--- config.mk ---
export PLATFORM = sky130hd
export DESIGN_NAME = adc2s_corr
export DESIGN_NICKNAME = d
export VERILOG_FILES = /design/src/rtl/adc2s_pkg.sv /design/src/rtl/adc2s_vote.sv /design/src/rtl/adc2s_coarse.sv /design/src/rtl/adc2s_fine.sv /design/src/rtl/adc2s_merge.sv /design/src/rtl/adc2s_corr.sv
export SDC_FILE = /design/constraint.sdc
export NUM_CORES = 1
export LEC_CHECK = 0
export BUFFER_PORTS_ARGS = -buffer_cell sky130_fd_sc_hd__buf_2
export CAP_MARGIN = 30
export CORE_MARGIN = 5
export CORE_UTILIZATION = 30
export DETAILED_ROUTE_END_ITERATION = 12
export PLACE_DENSITY = 0.6
export SYNTH_ARGS = -nofsm -noshare
export SYNTH_HDL_FRONTEND = slang
export SYNTH_SLANG_ARGS = --single-unit
--- constraint.sdc ---
create_clock -name clk -period 3.22 [get_ports clk]
set_clock_uncertainty 0.05 [all_clocks]
set_input_delay 0.483 -clock clk [delete_from_list [all_inputs] [get_ports clk]]
set_output_delay 0.483 -clock clk [all_outputs]
set_load 0.01 [all_outputs]
--- src/rtl/adc2s_pkg.sv ---
package adc2s_pkg;

  localparam int ADC_C_BITS = 4;
  localparam int ADC_F_BITS = 4;

  typedef enum logic {
    CH_A = 1'b0,
    CH_B = 1'b1
  } adc_chan_e;

  function automatic int clamp_int(input int v, input int lo, input int hi);
    if (v < lo) return lo;
    if (v > hi) return hi;
    return v;
  endfunction

endpackage

--- src/rtl/adc2s_vote.sv ---
module adc2s_vote #(
  parameter int N = 15
) (
  input  logic [N-1:0] raw,
  output logic [N-1:0] fixed
);

  // ext[0] is the virtual 1 below the word, ext[N+1] the virtual 0 above
  logic [N+1:0] ext;
  assign ext = {1'b0, raw, 1'b1};

  for (genvar i = 0; i < N; i++) begin : g_bit
    assign fixed[i] = (ext[i] & ext[i+1]) | (ext[i] & ext[i+2]) | (ext[i+1] & ext[i+2]);
  end

  // a clean thermometer word passes through untouched
  always_comb begin
    if (((raw + 1'b1) & raw) == '0) begin
      vote_clean_chk: assert (fixed == raw);
    end
  end

endmodule

--- src/rtl/adc2s_coarse.sv ---
module adc2s_coarse #(
  parameter int CW = adc2s_pkg::ADC_C_BITS
) (
  input  logic                    clk,
  input  logic                    rst,
  input  logic                    acc,
  input  logic [(1<<CW)-2:0]      th_raw,
  output logic                    c_vld_q,
  output logic [CW-1:0]           code_q
);

  localparam int CN = (1 << CW) - 1;

  logic [CN-1:0] th_fix;
  logic [CW-1:0] code_w;

  adc2s_vote #(.N(CN)) vote_i (
    .raw   (th_raw),
    .fixed (th_fix)
  );

  function automatic logic [CW-1:0] top_one(input logic [CN-1:0] v);
    logic [CW-1:0] p;
    p = '0;
    for (int i = 0; i < CN; i++) begin
      if (v[i]) p = CW'(i + 1);
    end
    return p;
  endfunction

  assign code_w = top_one(th_fix);

  always_ff @(posedge clk) begin
    if (rst) begin
      c_vld_q <= 1'b0;
      code_q  <= '0;
    end else begin
      c_vld_q <= acc;
      if (acc) code_q <= code_w;
    end
  end


  code_hold_chk: assert property (@(posedge clk) disable iff (rst)
    !acc |=> $stable(code_q));


  code_load_chk: assert property (@(posedge clk) disable iff (rst)
    acc |=> c_vld_q);

endmodule

--- src/rtl/adc2s_fine.sv ---
module adc2s_fine #(
  parameter int CW = adc2s_pkg::ADC_C_BITS,
  parameter int FW = adc2s_pkg::ADC_F_BITS
) (
  input  logic                 clk,
  input  logic                 rst,
  input  logic                 c_vld,
  input  logic [CW-1:0]        c_code,
  input  logic [(1<<FW):0]     fine_raw,
  output logic                 f_vld_q,
  output logic [CW+FW-1:0]     f_code_q
);

  localparam int FN   = (1 << FW) - 1;
  localparam int FT   = FN + 2;
  localparam int OW   = CW + FW;
  localparam int OMAX = (1 << OW) - 1;

  logic [FT-1:0] ffix;
  logic [FN-1:0] mid_w;
  logic          under_w;
  logic          over_w;
  logic [FW-1:0] lsb_w;
  logic [OW-1:0] merged_w;

  adc2s_vote #(.N(FT)) vote_i (
    .raw   (fine_raw),
    .fixed (ffix)
  );

  function automatic logic [FW-1:0] top_one(input logic [FN-1:0] v);
    logic [FW-1:0] p;
    p = '0;
    for (int i = 0; i < FN; i++) begin
      if (v[i]) p = FW'(i + 1);
    end
    return p;
  endfunction

  function automatic logic [OW-1:0] merge_code(input logic [CW-1:0] c,
                                               input logic [FW-1:0] f,
                                               input logic un,
                                               input logic ov);
    int base;
    int r;
    base = int'(c) << FW;
    if (ov)      r = base + (1 << FW);
    else if (un) r = base - 1;
    else         r = base + int'(f);
    return OW'(adc2s_pkg::clamp_int(r, 0, OMAX));
  endfunction

  assign mid_w    = ffix[FT-2:1];
  assign under_w  = ~ffix[0];
  assign over_w   = ffix[FT-1];
  assign lsb_w    = top_one(mid_w);
  assign merged_w = merge_code(c_code, lsb_w, under_w, over_w);

  always_ff @(posedge clk) begin
    if (rst) begin
      f_vld_q  <= 1'b0;
      f_code_q <= '0;
    end else begin
      f_vld_q <= c_vld;
      if (c_vld) f_code_q <= merged_w;
    end
  end


  fine_follow_chk: assert property (@(posedge clk) disable iff (rst)
    c_vld |=> f_vld_q);


  fine_idle_chk: assert property (@(posedge clk) disable iff (rst)
    !c_vld |=> !f_vld_q);


  inrange_msb_chk: assert property (@(posedge clk) disable iff (rst)
    c_vld && !under_w && !over_w |=> f_code_q[OW-1:FW] == $past(c_code));


  under_lsb_chk: assert property (@(posedge clk) disable iff (rst)
    c_vld && under_w && !over_w && c_code != '0 |=> f_code_q[FW-1:0] == '1);


  over_lsb_chk: assert property (@(posedge clk) disable iff (rst)
    c_vld && over_w && c_code != '1 |=> f_code_q[FW-1:0] == '0);

endmodule

--- src/rtl/adc2s_merge.sv ---
module adc2s_merge #(
  parameter int OW = adc2s_pkg::ADC_C_BITS + adc2s_pkg::ADC_F_BITS
) (
  input  logic                clk,
  input  logic                rst,
  input  logic                start_a,
  input  logic                start_b,
  output logic [1:0]          acc,
  input  logic [1:0]          f_vld,
  input  logic [1:0][OW-1:0]  f_code,
  output logic                smp_vld,
  output logic [OW-1:0]       smp_code,
  output logic                smp_chan
);

  import adc2s_pkg::*;

  adc_chan_e turn_q;
  logic      prev_q;
  logic      seen_q;

  assign acc[0] = start_a && (turn_q == CH_A);
  assign acc[1] = start_b && (turn_q == CH_B);

  always_ff @(posedge clk) begin
    if (rst) begin
      turn_q   <= CH_A;
      smp_vld  <= 1'b0;
      smp_code <= '0;
      smp_chan <= 1'b0;
    end else begin
      if (|acc) turn_q <= (turn_q == CH_A) ? CH_B : CH_A;
      smp_vld  <= |f_vld;
      smp_code <= f_vld[1] ? f_code[1] : f_code[0];
      smp_chan <= f_vld[1];
    end
  end

  // verification-only record of the last emitted channel
  always_ff @(posedge clk) begin
    if (rst) begin
      prev_q <= 1'b0;
      seen_q <= 1'b0;
    end else if (smp_vld) begin
      prev_q <= smp_chan;
      seen_q <= 1'b1;
    end
  end


  one_result_chk: assert property (@(posedge clk) disable iff (rst)
    $onehot0(f_vld));


  alternate_chk: assert property (@(posedge clk) disable iff (rst)
    smp_vld && seen_q |-> smp_chan != prev_q);


  reset_quiet_chk: assert property (@(posedge clk)
    rst |=> !smp_vld);

endmodule

--- src/rtl/adc2s_corr.sv ---
module adc2s_corr #(
  parameter int C_BITS = adc2s_pkg::ADC_C_BITS,
  parameter int F_BITS = adc2s_pkg::ADC_F_BITS
) (
  input  logic                       clk,
  input  logic                       rst,
  input  logic                       start_a,
  input  logic [(1<<C_BITS)-2:0]     crs_a,
  input  logic [(1<<F_BITS):0]       fin_a,
  input  logic                       start_b,
  input  logic [(1<<C_BITS)-2:0]     crs_b,
  input  logic [(1<<F_BITS):0]       fin_b,
  output logic [C_BITS-1:0]          fsel_a,
  output logic [C_BITS-1:0]          fsel_b,
  output logic                       smp_vld,
  output logic [C_BITS+F_BITS-1:0]   smp_code,
  output logic                       smp_chan
);

  localparam int CN = (1 << C_BITS) - 1;
  localparam int FT = (1 << F_BITS) + 1;
  localparam int OW = C_BITS + F_BITS;

  logic [1:0]              acc;
  logic [1:0]              c_vld;
  logic [1:0]              f_vld;
  logic [1:0][CN-1:0]      crs;
  logic [1:0][FT-1:0]      fin;
  logic [1:0][C_BITS-1:0]  csel;
  logic [1:0][OW-1:0]      fcode;

  assign crs[0] = crs_a;
  assign crs[1] = crs_b;
  assign fin[0] = fin_a;
  assign fin[1] = fin_b;
  assign fsel_a = csel[0];
  assign fsel_b = csel[1];

  for (genvar ch = 0; ch < 2; ch++) begin : g_chan
    adc2s_coarse #(.CW(C_BITS)) crs_i (
      .clk     (clk),
      .rst     (rst),
      .acc     (acc[ch]),
      .th_raw  (crs[ch]),
      .c_vld_q (c_vld[ch]),
      .code_q  (csel[ch])
    );

    adc2s_fine #(.CW(C_BITS), .FW(F_BITS)) fin_i (
      .clk      (clk),
      .rst      (rst),
      .c_vld    (c_vld[ch]),
      .c_code   (csel[ch]),
      .fine_raw (fin[ch]),
      .f_vld_q  (f_vld[ch]),
      .f_code_q (fcode[ch])
    );
  end

  adc2s_merge #(.OW(OW)) mrg_i (
    .clk      (clk),
    .rst      (rst),
    .start_a  (start_a),
    .start_b  (start_b),
    .acc      (acc),
    .f_vld    (f_vld),
    .f_code   (fcode),
    .smp_vld  (smp_vld),
    .smp_code (smp_code),
    .smp_chan (smp_chan)
  );

endmodule

Word-level counts from Yosys, hierarchy flattened
Index checks and enable logic that the tools add are counted.
Widths: inputs -> output; s select.
{"block": "classes", "addsub": 6, "eq_ne": 0, "mul": 0, "shifts": 0, "div": 0, "n_bitwise": 237, "n_lt_le_gt_ge": 4, "reduce_logical": 4, "mux": 78}
{"cell": "$mux 4", "count": 44}
{"cell": "$mux 32", "count": 4}
{"cell": "$or 1x1->1", "count": 120}
{"cell": "$and 1x1->1", "count": 116}
{"cell": "$gt 32x9->1 const B", "count": 2}
{"cell": "$lt 32x1->1 const B", "count": 2}
{"cell": "$mux 8", "count": 7}
{"cell": "$mux 3", "count": 8}
{"cell": "$add 8x4->9", "count": 2}
{"cell": "$add 8x5->9 const B", "count": 2}
{"cell": "$sub 8x1->9 const B", "count": 2}
{"cell": "$mux 1", "count": 11}
{"cell": "$mux 2", "count": 4}
{"cell": "$reduce_or 2->1", "count": 2}
{"cell": "$logic_and 1x1->1", "count": 2}
{"cell": "$not 1->1", "count": 1}
{"block": "totals", "input_bits": 68, "latchBits": 0, "out_inout_bits": 18, "n_memories": 0, "register_bits": 39, "romBits": 0, "mem_bits_rw": 0}

Depth between registers and ports, before layout
Gate-level depths: netlist (run 1).
{"block": "logic_depth", "depth_word": 26, "mapped_depth": 8, "depth_no_buf": 7}

Cells and area by module
Synthesis (run 1) repeated with hierarchy kept, for this count alone.
{"block": "unflattened", "cells_unflattened": 354, "area_unflattened_um2": 3059.2}
{"module": "adc2s_fine", "seq_area_each_um2": 180.2, "cells_per_inst": 91, "area_each_um2": 699.4, "instances": 2}
{"module": "adc2s_coarse", "seq_area_each_um2": 100.1, "cells_per_inst": 36, "area_each_um2": 299.0, "instances": 2}
{"module": "adc2s_merge", "seq_area_each_um2": 220.2, "cells_per_inst": 36, "area_each_um2": 381.6, "instances": 1}
{"module": "adc2s_vote at g_chan[0].fin_i.vote_i ...", "seq_area_each_um2": 0.0, "cells_per_inst": 17, "area_each_um2": 181.4, "instances": 2}
{"module": "adc2s_vote at g_chan[0].crs_i.vote_i ...", "seq_area_each_um2": 0.0, "cells_per_inst": 15, "area_each_um2": 158.9, "instances": 2}

Least setup slack after synthesis (run 1)
Ideal clock, no wire load.
{"block": "synth_timing", "kind": "input-to-reg", "from": "input port fin_b[14]", "to": "register g_chan[1].fin_i.f_code_q[0]", "path_stages": 7, "t_arrival_ns": 1.733, "slack_ns": 1.304, "setup_ns": 0.133, "path_buffers": 1, "path_cell_list": "clkbuf_1 -> a21oi_1 -> o22ai_1 -> nand3b_1 -> or4b_1 -> a21oi_1 -> a2111oi_2"}
{"block": "synth_via", "elab_chain_len": 14}
{"element": "start, declared", "line": "adc2s_corr.sv:12", "rtl": "input logic [(1<<F_BITS):0] fin_b,"}
{"element": "$and 1x1->1", "line": "adc2s_vote.sv:13", "rtl": "assign fixed[i] = (ext[i] & ext[i+1]) | (ext[i] & ext[i+2]) | (ext[i+1] & ext[i+2]);"}
{"element": "$or 1x1->1 (2 in series)", "line": "adc2s_vote.sv:13"}
{"element": "$mux 4 (2 in series)", "line": "adc2s_fine.sv:35", "rtl": "if (v[i]) p = FW'(i + 1);"}
{"element": "$mux 4 *", "line": "adc2s_fine.sv:35"}
{"element": "$add 8x4->9 *", "line": "adc2s_fine.sv:49", "rtl": "else r = base + int'(f);"}
{"element": "$mux 32 *", "line": "adc2s_fine.sv:48", "rtl": "else if (un) r = base - 1;"}
{"element": "$mux 32 *", "line": "adc2s_fine.sv:47", "rtl": "if (ov) r = base + (1 << FW);"}
{"element": "$gt 32x9->1", "line": "adc2s_pkg.sv:13", "rtl": "if (v > hi) return hi;"}
{"element": "$mux 1 (2 in series)", "line": "adc2s_pkg.sv:13"}
{"element": "$mux 8", "line": "adc2s_pkg.sv:14", "rtl": "return v;"}
{"element": "$mux 8 *", "line": "adc2s_pkg.sv:13"}
{"element": "end signal, assigned", "line": "adc2s_fine.sv:65", "rtl": "if (c_vld) f_code_q <= merged_w;"}
{"element": "end, declared", "line": "adc2s_fine.sv:11", "rtl": "output logic [CW+FW-1:0] f_code_q"}
Mark *: on every way between the ends. The rest lies on a longest branch, timed or not. The select of a mux whose other input is x is not followed.
A chain may end at the register's enable or synchronous reset.

Worst setup path after layout (run 1)
{"block": "layout_timing", "from": "register g_chan[0].crs_i.code_q[0]", "to": "register g_chan[0].fin_i.f_code_q[0]"}
{"block": "layout_via", "elab_chain_len": 8}
{"element": "start, declared", "line": "adc2s_coarse.sv:9", "rtl": "output logic [CW-1:0] code_q"}
{"element": "start signal, assigned", "line": "adc2s_coarse.sv:39", "rtl": "if (acc) code_q <= code_w;"}
{"element": "$sub 8x1->9 or $add 8x4->9 (tied branches)", "line": "adc2s_fine.sv:48, adc2s_fine.sv:49"}
{"element": "$mux 32", "line": "adc2s_fine.sv:48"}
{"element": "$mux 32 *", "line": "adc2s_fine.sv:47"}
{"element": "$gt 32x9->1", "line": "adc2s_pkg.sv:13"}
{"element": "$mux 1 (2 in series)", "line": "adc2s_pkg.sv:13"}
{"element": "$mux 8", "line": "adc2s_pkg.sv:14"}
{"element": "$mux 8 *", "line": "adc2s_pkg.sv:13"}
{"element": "end signal, assigned", "line": "adc2s_fine.sv:65"}
{"element": "end, declared", "line": "adc2s_fine.sv:11"}
Marked as above.

==> impl.org, run 1 <==
** Timing
- The final number of hold-violating endpoints was 0.
- For the final routed database, the setup TNS stands at 0 ns.
- The total count of max-transition violations in the final report is 0.
- Unrepaired setup endpoints after global routing :: no
- Derived from the worst setup path, the maximum achievable clock frequency is 0.535 GHz.
- After layout, the worst path uses 58.1% of the clock period.
- Slew headroom :: 51.6%
- At the pin with the least slew margin, the transition time is 0.727 ns.
- Setup violators final :: 0
- Worst Setup Slack, final :: 1.35 ns
- Shortest period the worst path allows :: 1.87 ns

** Detailed routing
- After the first detailed-routing iteration, the DRC count stood at 129.
- Detailed-routing iteration count for the pre-antenna-repair pass :: 4
- Detailed routing inserted a total of 3868 vias.
- Dividing the detail-routed wire length by the instance count gives 13.6 um.
- DRC violations left :: 0
- The routed design has 9.58 mm of wire.
- Number of routed nets with antenna violations :: 0
- Detailed-route vias per instance :: 5.48

** Power
- Internal power comes to 1.03 mW.
- The analysis attributes to cell leakage a power of 1.54 nW.
- The clock network is responsible for 37.3% of the overall power.
- Combinational logic is responsible for 26.2% of the overall power.
- Portion of total power attributed to sequential cells :: 36.5%
- For this design the total switching power over the nets is 0.433 mW.
- Across the VDD grid, the largest voltage drop is 0.250 mV.
- Net switching is 29.6% of the power.
- Cell Pwr Density :: 355 mW/mm2

** Clock tree
- Post-CTS sizing :: 0
- The cell sitting at the root of the clock tree is a clkbuf_16.
- Clock-pin slew was measured on the worst setup and hold paths at 0.06 ns.
- TritonCTS clock tree :: done
- Later-pin clock latency in the skew report :: 0.27 ns
- The H-tree was split into 2 levels.
- The number of clock buffers added by TritonCTS is 5.
- Hold_buf cts :: 0
- No sink is reached through more buffers than the 2 on the longest clock path.
- Total setup buffers inserted after CTS :: 0
- Number of clock sinks :: 39

** Logic synthesis
- Yosys printed 0 warnings.
- Distinct cell type count after synthesis :: 67
- Synthesized netlist cell count :: 514
- After synthesis, the share of flip-flops with an asynchronous set or reset is 0%.
- After synthesis, flip-flops and latches occupy 22.2% of the total area.
- nor2_1 is the most common cell in the netlist.
- In this run, synthesis produced a sequential element count of 39.
- Synthesis produced a netlist with a net count of 586.
- Ranking of synthesized cells by instance count :: nor2_1, a21oi_1, o21ai_0, nand2_1
- Dominant cell type by area after synthesis :: dfxtp_1
- Number of synthesized flops with an enable pin :: 0
- Yosys attributes the largest share of cell area to dfxtp_1, a21oi_1, o21ai_0.
- Mean post-synth cell area :: 6.84 um2
- Area share of the largest cell type after synthesis :: 22.2%
- After synthesis the cells add up to 0.00351 mm2.
- For this run, the leading register cell type out of synthesis is dfxtp_1.

** Floorplanning
- In this run the vertical extent of the chip is 118 um.
- Measured along the x axis, the die boundary spans 118 um.
- Initial cell density of the core :: 30.6%
- Core Box Area :: 0.0115 mm2
- Row generation in the floorplan step produced 39 rows.
- Die ar. :: 0.0140 mm2
- In this run the count of I/O pins placed on the die edge is 86.

** Worst setup path
- Following the worst setup path forward leads to its endpoint at g_chan[0].fin_i.f_code_q[0]$_SDFFE_PP0P_.
- The critical path starts at g_chan[0].crs_i.code_q[0]$_SDFFE_PP0P_.
- In this run the worst path has a maximum fanout of 7.
- R2r endpoint :: g_chan[0].fin_i.f_code_q[0]$_SDFFE_PP0P_
- Worst setup EP type :: flip-flop
- Category of the most critical setup path :: flip-flop to flip-flop
- For the worst flop-to-flop path, the logic depth is 7.
- The startpoint identified for the worst register-to-register timing path is g_chan[0].crs_i.code_q[0]$_SDFFE_PP0P_.
- Worst Path Required :: 3.36 ns
- Internal reg-to-reg setup slack :: 1.35 ns
- Crit path arrival time :: 2.01 ns
- The worst setup path is launched from a flip-flop.

** Placement
- Placer Congestion :: 0.800
- Setup slack at placement :: 1.06 ns
- Dpl cells :: 698
- Half-perimeter wire length after placement :: 7.59 mm
- Count of buffers from port buffering :: 85

** Global routing
- Antenna violations before repair :: 0
- Via count of the first global-routing pass :: 3564
- Pin count of the biggest net entering global routing :: 41
- Global routing used 13.2% of the available tracks.
- The first global-routing pass estimated 16.3 mm of wire.
- GRT overflow :: 0

** Layout
- Non-filler instance count after layout :: 706
- The post-route netlist has 17.4% of its cells at a drive strength greater than 1.
- Total Nets Final :: 634
- Measured on the finished design, the core utilization comes to 35.9%.
- The filler cells instantiated in the layout total 1206.
- Area taken by multi-input logic gates :: 0.00251 mm2
- The repair_antennas step left the layout with diodes totalling 0.
- Sequential cell area :: 781 um2
- Area growth from synthesis to layout :: 17.3%

** Outcome
- The run finished with clean final reports.

** Worst hold path
- Type of the most critical hold path :: flip-flop to flip-flop

** Run
- Max-cap check violation count :: 0
## per-layer routing
layer | wire, um | GRT usage [%]
met1 | 4460 | 17.8
met2 | 4420 | 21.5
met3 | 669 | 3.53
met4 | 38 | 2.15
met5 | 0 | 0
## sequential cells by signal, summed over array words and instances (netlist names)
name                   count
mrg_i.smp_code             8
mrg_i.smp_chan             1
g_chan.fin_i.f_code_q     16
mrg_i.turn_q               1
g_chan.crs_i.code_q        8
g_chan.fin_i.f_vld_q       2
mrg_i.smp_vld              1
g_chan.crs_i.c_vld_q       2
## worst min path at each step
| stage | start | to | slack (ns) | depth (start not counted) |
|---|---|---|---|---|
| 6_report | g_chan[0].fin_i.f_vld_q$_SDFF_PP0_ | mrg_i.smp_vld$_SDFF_PP0_ | 0.40 | 2 |
| 5_1_grt | g_chan[1].fin_i.f_code_q[3]$_SDFFE_PP0P_ | g_chan[1].fin_i.f_code_q[3]$_SDFFE_PP0P_ | 0.44 | 2 |
| 4_1_cts | g_chan[0].fin_i.f_vld_q$_SDFF_PP0_ | mrg_i.smp_vld$_SDFF_PP0_ | 0.41 | 2 |
| 3_5_place_dp | g_chan[0].fin_i.f_vld_q$_SDFF_PP0_ | mrg_i.smp_vld$_SDFF_PP0_ | 0.39 | 2 |
| 3_3_place_gp | g_chan[0].fin_i.f_vld_q$_SDFF_PP0_ | mrg_i.smp_vld$_SDFF_PP0_ | 0.38 | 2 |
| 2_1_floorplan | g_chan[0].fin_i.f_vld_q$_SDFF_PP0_ | mrg_i.smp_vld$_SDFF_PP0_ | 0.36 | 2 |
## power by group through the flow
| stage | clock [mW] | sequential, mW | combinational (mW) |
|---|---|---|---|
| global route | 0.579 | 0.538 | 0.434 |
| detailed placement | 0 | 0.544 | 0.382 |
| floorplan | 0 | 0.536 | 0.266 |
| global placement | 0 | 0.543 | 0.371 |
| finish | 0.545 | 0.533 | 0.383 |
| CTS | 0.559 | 0.534 | 0.383 |
## cells by family (layout without fill, tap and decap cells)
| kind of cell | Yosys count | after routing | share of synthesized area (%) |
|---|---|---|---|
| flip-flops | 39 | 39 | 22.2 |
| AND/OR/NAND/NOR | 186 | 186 | 26.1 |
| XOR/XNOR | 9 | 9 | 2.24 |
| AO/OA/AOI/OAI | 203 | 203 | 37.9 |
| multiplexers | 10 | 10 | 2.85 |
| adder cells (fa/ha/maj) | 7 | 7 | 2.28 |
| buffers and inverters | 60 | 109 | 6.45 |
## placed cells by master, fill, tap and decap left out, types with 3 or more instances in the layout
cell,instances
mux2i_1,10
o21ai_0,49
a21oi_1,54
a21o_1,6
dfxtp_1,39
o22a_1,3
ha_1,4
nand2_1,42
o22ai_1,11
a221oi_1,7
xnor2_1,5
clkbuf_16,5
buf_2,85
nor3_1,13
nand4_1,3
nand4b_1,4
o31ai_1,3
nor2b_1,14
o2111ai_1,4
inv_1,15
nand3b_1,8
a211oi_1,9
o21a_1,7
a2111oi_0,3
o211ai_1,6
xor2_1,4
a311oi_1,6
nand2b_1,14
nand3_1,11
nor2_1,62
a31oi_1,4
maj3_1,3
a211o_1,3
## cell type report
| class | count | share of cell area (%) |
|---|---|---|
| well taps | 143 | 4.34 |
| clock inverters | 3 | 1.06 |
| repair buffers | 85 | 10.3 |
| clock buffers | 5 | 3.04 |
| multi-input cells | 415 | 60.8 |
| flip-flops and latches | 39 | 18.9 |
| inverters | 16 | 1.46 |
## through the flow
step | area, um2 | total power [mW] | hold slack (ns)
4_1_cts | 4120 | 1.48 | 0.408
3_3_place_gp | 3950 | 0.914 | 0.379
3_5_place_dp | 3950 | 0.926 | 0.393
6_report | 4120 | 1.46 | 0.399
5_1_grt | 4120 | 1.55 | 0.435
2_1_floorplan | 3510 | 0.802 | 0.361
## worst max-delay path: stages (launching register included)
cell	delay, ns
dfxtp_1	0.46
inv_1	0.12
ha_1	0.23
nand3_1	0.10
o31a_1	0.23
a21boi_0	0.29
o21ai_0	0.14
a41oi_1	0.18
Power figures use the tool's default switching activity.
==> inputs of run 2 (changes only) <==
==> constraint.sdc (replaced) <==
create_clock -name clk -period 1.9 [get_ports clk]
set_clock_uncertainty 0.05 [all_clocks]
set_input_delay 0.285 -clock clk [delete_from_list [all_inputs] [get_ports clk]]
set_output_delay 0.285 -clock clk [all_outputs]
set_load 0.01 [all_outputs]
==> run 2 against run 1 <==
  * Via count is 1.4% higher
  * Fmax grew 8.7%
  * Combinational power up 77%
  * Utilization rose by 0.79 points
  * Hold slack lost 0.18 ns
  * Non-clock buffer count is 12 higher
  * Final area grew 2.2%
  * Critical path depth unchanged
  * Sequential share of layout area fell by 0.41 points
  * Largest cell class unchanged
==> impl.org, run 2 (same netlist as run 1, synthesis figures left out) <==
** Outcome
- Result of the run :: complete, no violations

** Power
- Cell Pwr Density :: 599 mW/mm2 (+69%)
- Fraction of power spent switching nets :: 30.1% (+0.49 points)
- The leakage dissipation is 1.60 nW (+3.9%).
- The share of power burned in combinational logic came to 26.9% (+0.7 points).
- Portion of total power attributed to sequential cells :: 35.6% (-0.9 points)
- Net switching component of the power :: 0.759 mW (+75%)
- The internal power was 1.76 mW (+71%).
- The peak supply drop is 0.330 mV (+32%).
- The share of total power in the clock network is 37.5% (+0.2 points).
- Tot Pwr :: 2.52 mW (+72%)

** Placement
- Half-perimeter wire length after placement :: 7.73 mm (+1.8%)
- Count of buffers from port buffering :: 85 (unchanged)
- Placer Congestion :: 0.819 (+2.3%)

** Worst hold path
- The startpoint identified for the worst hold timing path is start_a.
- The worst hold path belongs to the class primary input to flip-flop.

** Worst setup path
- The kind of cell with the highest combined delay along the critical path is flip-flops.
- In this run the worst setup path begins at g_chan[1].crs_i.code_q[0]$_SDFFE_PP0P_.
- Combined buffer and inverter count along the critical path :: 1 (unchanged)
- Crit path arrival time :: 1.88 ns (-0.13 ns)
- Cell with the largest stage delay on the worst path :: dfxtp_1
- Crit path cell chain :: inv_1 -> ha_1 -> nand3_1 -> nor3_1 -> nor2_1 -> o311ai_0 -> a21oi_1
- STA classifies the critical path endpoint as a flip-flop.
- Worst reg2reg startpoint :: g_chan[1].crs_i.code_q[0]$_SDFFE_PP0P_
- Kind of start point of the critical path :: flip-flop
- Worst Path Required :: 2.06 ns (-1.30 ns)
- Peak per-stage delay on the critical path :: 0.47 ns (about the same)
- The maximum fanout encountered on the critical timing path was 7 (unchanged).
- The worst setup path is of the flip-flop to flip-flop kind.

** Layout
- The antenna diode count came to 0 (unchanged).
- Total Nets Final :: 646 (+1.9%)
- Number of filler cells placed in the layout :: 1202 (-0.33%)
- In the layout the commonest cells are buf_2, nor2_1, a21oi_1.
- Relative to the synthesized area, the layout overhead comes to 19.8%.
- Top register by number of flip-flops :: g_chan.fin_i.f_code_q
- Registers with the most flip-flops :: g_chan.fin_i.f_code_q x16, g_chan.crs_i.code_q x8, mrg_i.smp_code x8
- Commonest non-fill, non-tap cell in the layout :: buf_2
- Finished Core Util :: 36.7% (+0.79 points)
- The flip-flop count of the largest register after layout is 16 (unchanged).
- The share of cells above drive strength 1 came to 19.1% (+1.7 points).

** Timing
- Actual transition at the worst max-transition pin :: 0.489 ns (-0.238 ns)
- The total count of max-transition violations in the final report is 0 (unchanged).
- The highest attainable clock frequency is 0.581 GHz (+8.7%).
- Total count of hold-check failures in the final report :: 0 (unchanged)
- The part of the cycle the worst path needs was 90.6% (+32 points).
- Sum of negative setup slack :: 0 ns (unchanged)
- Slew headroom :: 67.4% (+16 points)
- The minimum clock period is 1.72 ns (-0.150 ns).
- Setup repair after global routing left no endpoint under its margin.
- The setup violation total in the final timing report is 0 (unchanged).

** Detailed routing
- Total vias in the final route :: 3922 (+1.4%)
- The per-cell via count in the routed design was 5.46 (-0.30%).
- The wire length after detailed routing came to 9.76 mm (+1.9%).
- The detailed-router iteration count before antenna repair was 4 (unchanged).
- Number of routed nets with antenna violations :: 0 (unchanged)
- The iteration-0 DRC count of the detailed router is 190 (+47%).
- Post-detailed-route wirelength per cell :: 13.6 um (+0.20%)
- The number of remaining DRC errors was 0 (unchanged).

** Floorplanning
- The initial core utilization was 30.6% (unchanged).
- The number of core rows was 39 (unchanged).
- The top-level I/O count is 86 (unchanged).
- The area enclosed by the die boundary came to 0.0140 mm2 (unchanged).
- The chip width came to 118 um (unchanged).
- The core area came to 0.0115 mm2 (unchanged).
- The y dimension of the die came to 118 um (unchanged).

** Clock tree
- The total setup buffers inserted after CTS was 0 (unchanged).
- Clock transition time at the flip-flop clock pins of the worst setup and hold paths :: 0.06 ns (about the same)
- Worst-case clock buffer depth :: 2 (unchanged)
- TritonCTS clock tree :: done
- Buffer cell driving the clock tree root :: clkbuf_16
- The number of sinks driven by the clock tree was 39 (unchanged).
- Max H-tree Level :: 2 (unchanged)
- Clock buffers created by TritonCTS :: 5 (unchanged)
- The clock latency reported for the late side of the worst-skew pair is 0.28 ns (about the same).

** Global routing
- The initial antenna violation count is 0 (unchanged).
- The global router's overall resource usage is 13.4% (+0.26 points).
- The via count of the first global-routing pass is 3631 (+1.9%).
- GRT overflow :: 0 (unchanged)
- The largest net degree at the start of global routing came to 22 (-46%).
- The wire length of the first global-routing pass was 16.7 mm (+1.9%).

** Run
- Max-cap check violation count :: 0 (unchanged)
[run 2: worst paths after layout]
kind	to	slack, ns	cells past startpoint
setup / recovery	g_chan[1].fin_i.f_code_q[4]$_SDFFE_PP0P_	0.18	7
setup reg to reg	g_chan[1].fin_i.f_code_q[4]$_SDFFE_PP0P_	0.18	7
hold / removal	mrg_i.turn_q$_SDFFE_PP0P_	0.22	3
hold reg to reg	mrg_i.smp_vld$_SDFF_PP0_	0.40	2
[run 2: worst min-delay path, cell delays in order]
cell and delay, ns:
buf_2 0.10, o21ai_0 0.07, nor2_1 0.07
[run 2: routing by layer]
layer,vias to the layer above,share of wire [%],track usage [%]
met1,1782,47,18.3
met2,110,45,21.6
li1,2024,-,-
met5,-,0,0
met3,6,7.1,3.96
met4,0,0.58,2.08
[run 2: what timing repair did]
item	in CTS	in global routing
hold buffers	0	0
endpoints found under the setup margin	0	1
gates resized for setup	0	1
[run 2: cell type report]
type / instances / area, um2 / share of cell area [%]
Multi-Input combinational cell: 415 / 2510 / 59.5
Sequential cell: 39 / 781 / 18.5
Timing Repair Buffer: 97 / 515 / 12.2
Tap cell: 143 / 179 / 4.25
Clock buffer: 5 / 125 / 2.97
Inverter: 16 / 60.1 / 1.43
Clock inverter: 3 / 43.8 / 1.04
[run 2: power groups by stage]
| stage | sequential, mW | combinational [mW] | clock (mW) |
|---|---|---|---|
| final | 0.898 | 0.678 | 0.945 |
| after global routing | 0.907 | 0.765 | 0.996 |
| after CTS | 0.899 | 0.678 | 0.962 |
| after detailed placement | 0.916 | 0.675 | 0 |
| after global placement | 0.915 | 0.658 | 0 |
| after floorplan | 0.908 | 0.451 | 0 |
[run 2: metrics by stage]
| stage | cell area (um2) | hold WS [ns] | std cells | setup WS [ns] |
|---|---|---|---|---|
| final | 4210 | 0.223 | 718 | 0.179 |
| after global routing | 4210 | 0.236 | 718 | 0.0520 |
| after CTS | 4210 | 0.219 | 718 | 0.185 |
| after detailed placement | 4040 | 0.390 | 710 | 0.0368 |
| after global placement | 4040 | 0.386 | 710 | 0.0559 |
| after floorplan | 3510 | 0.319 | 514 | 0.182 |
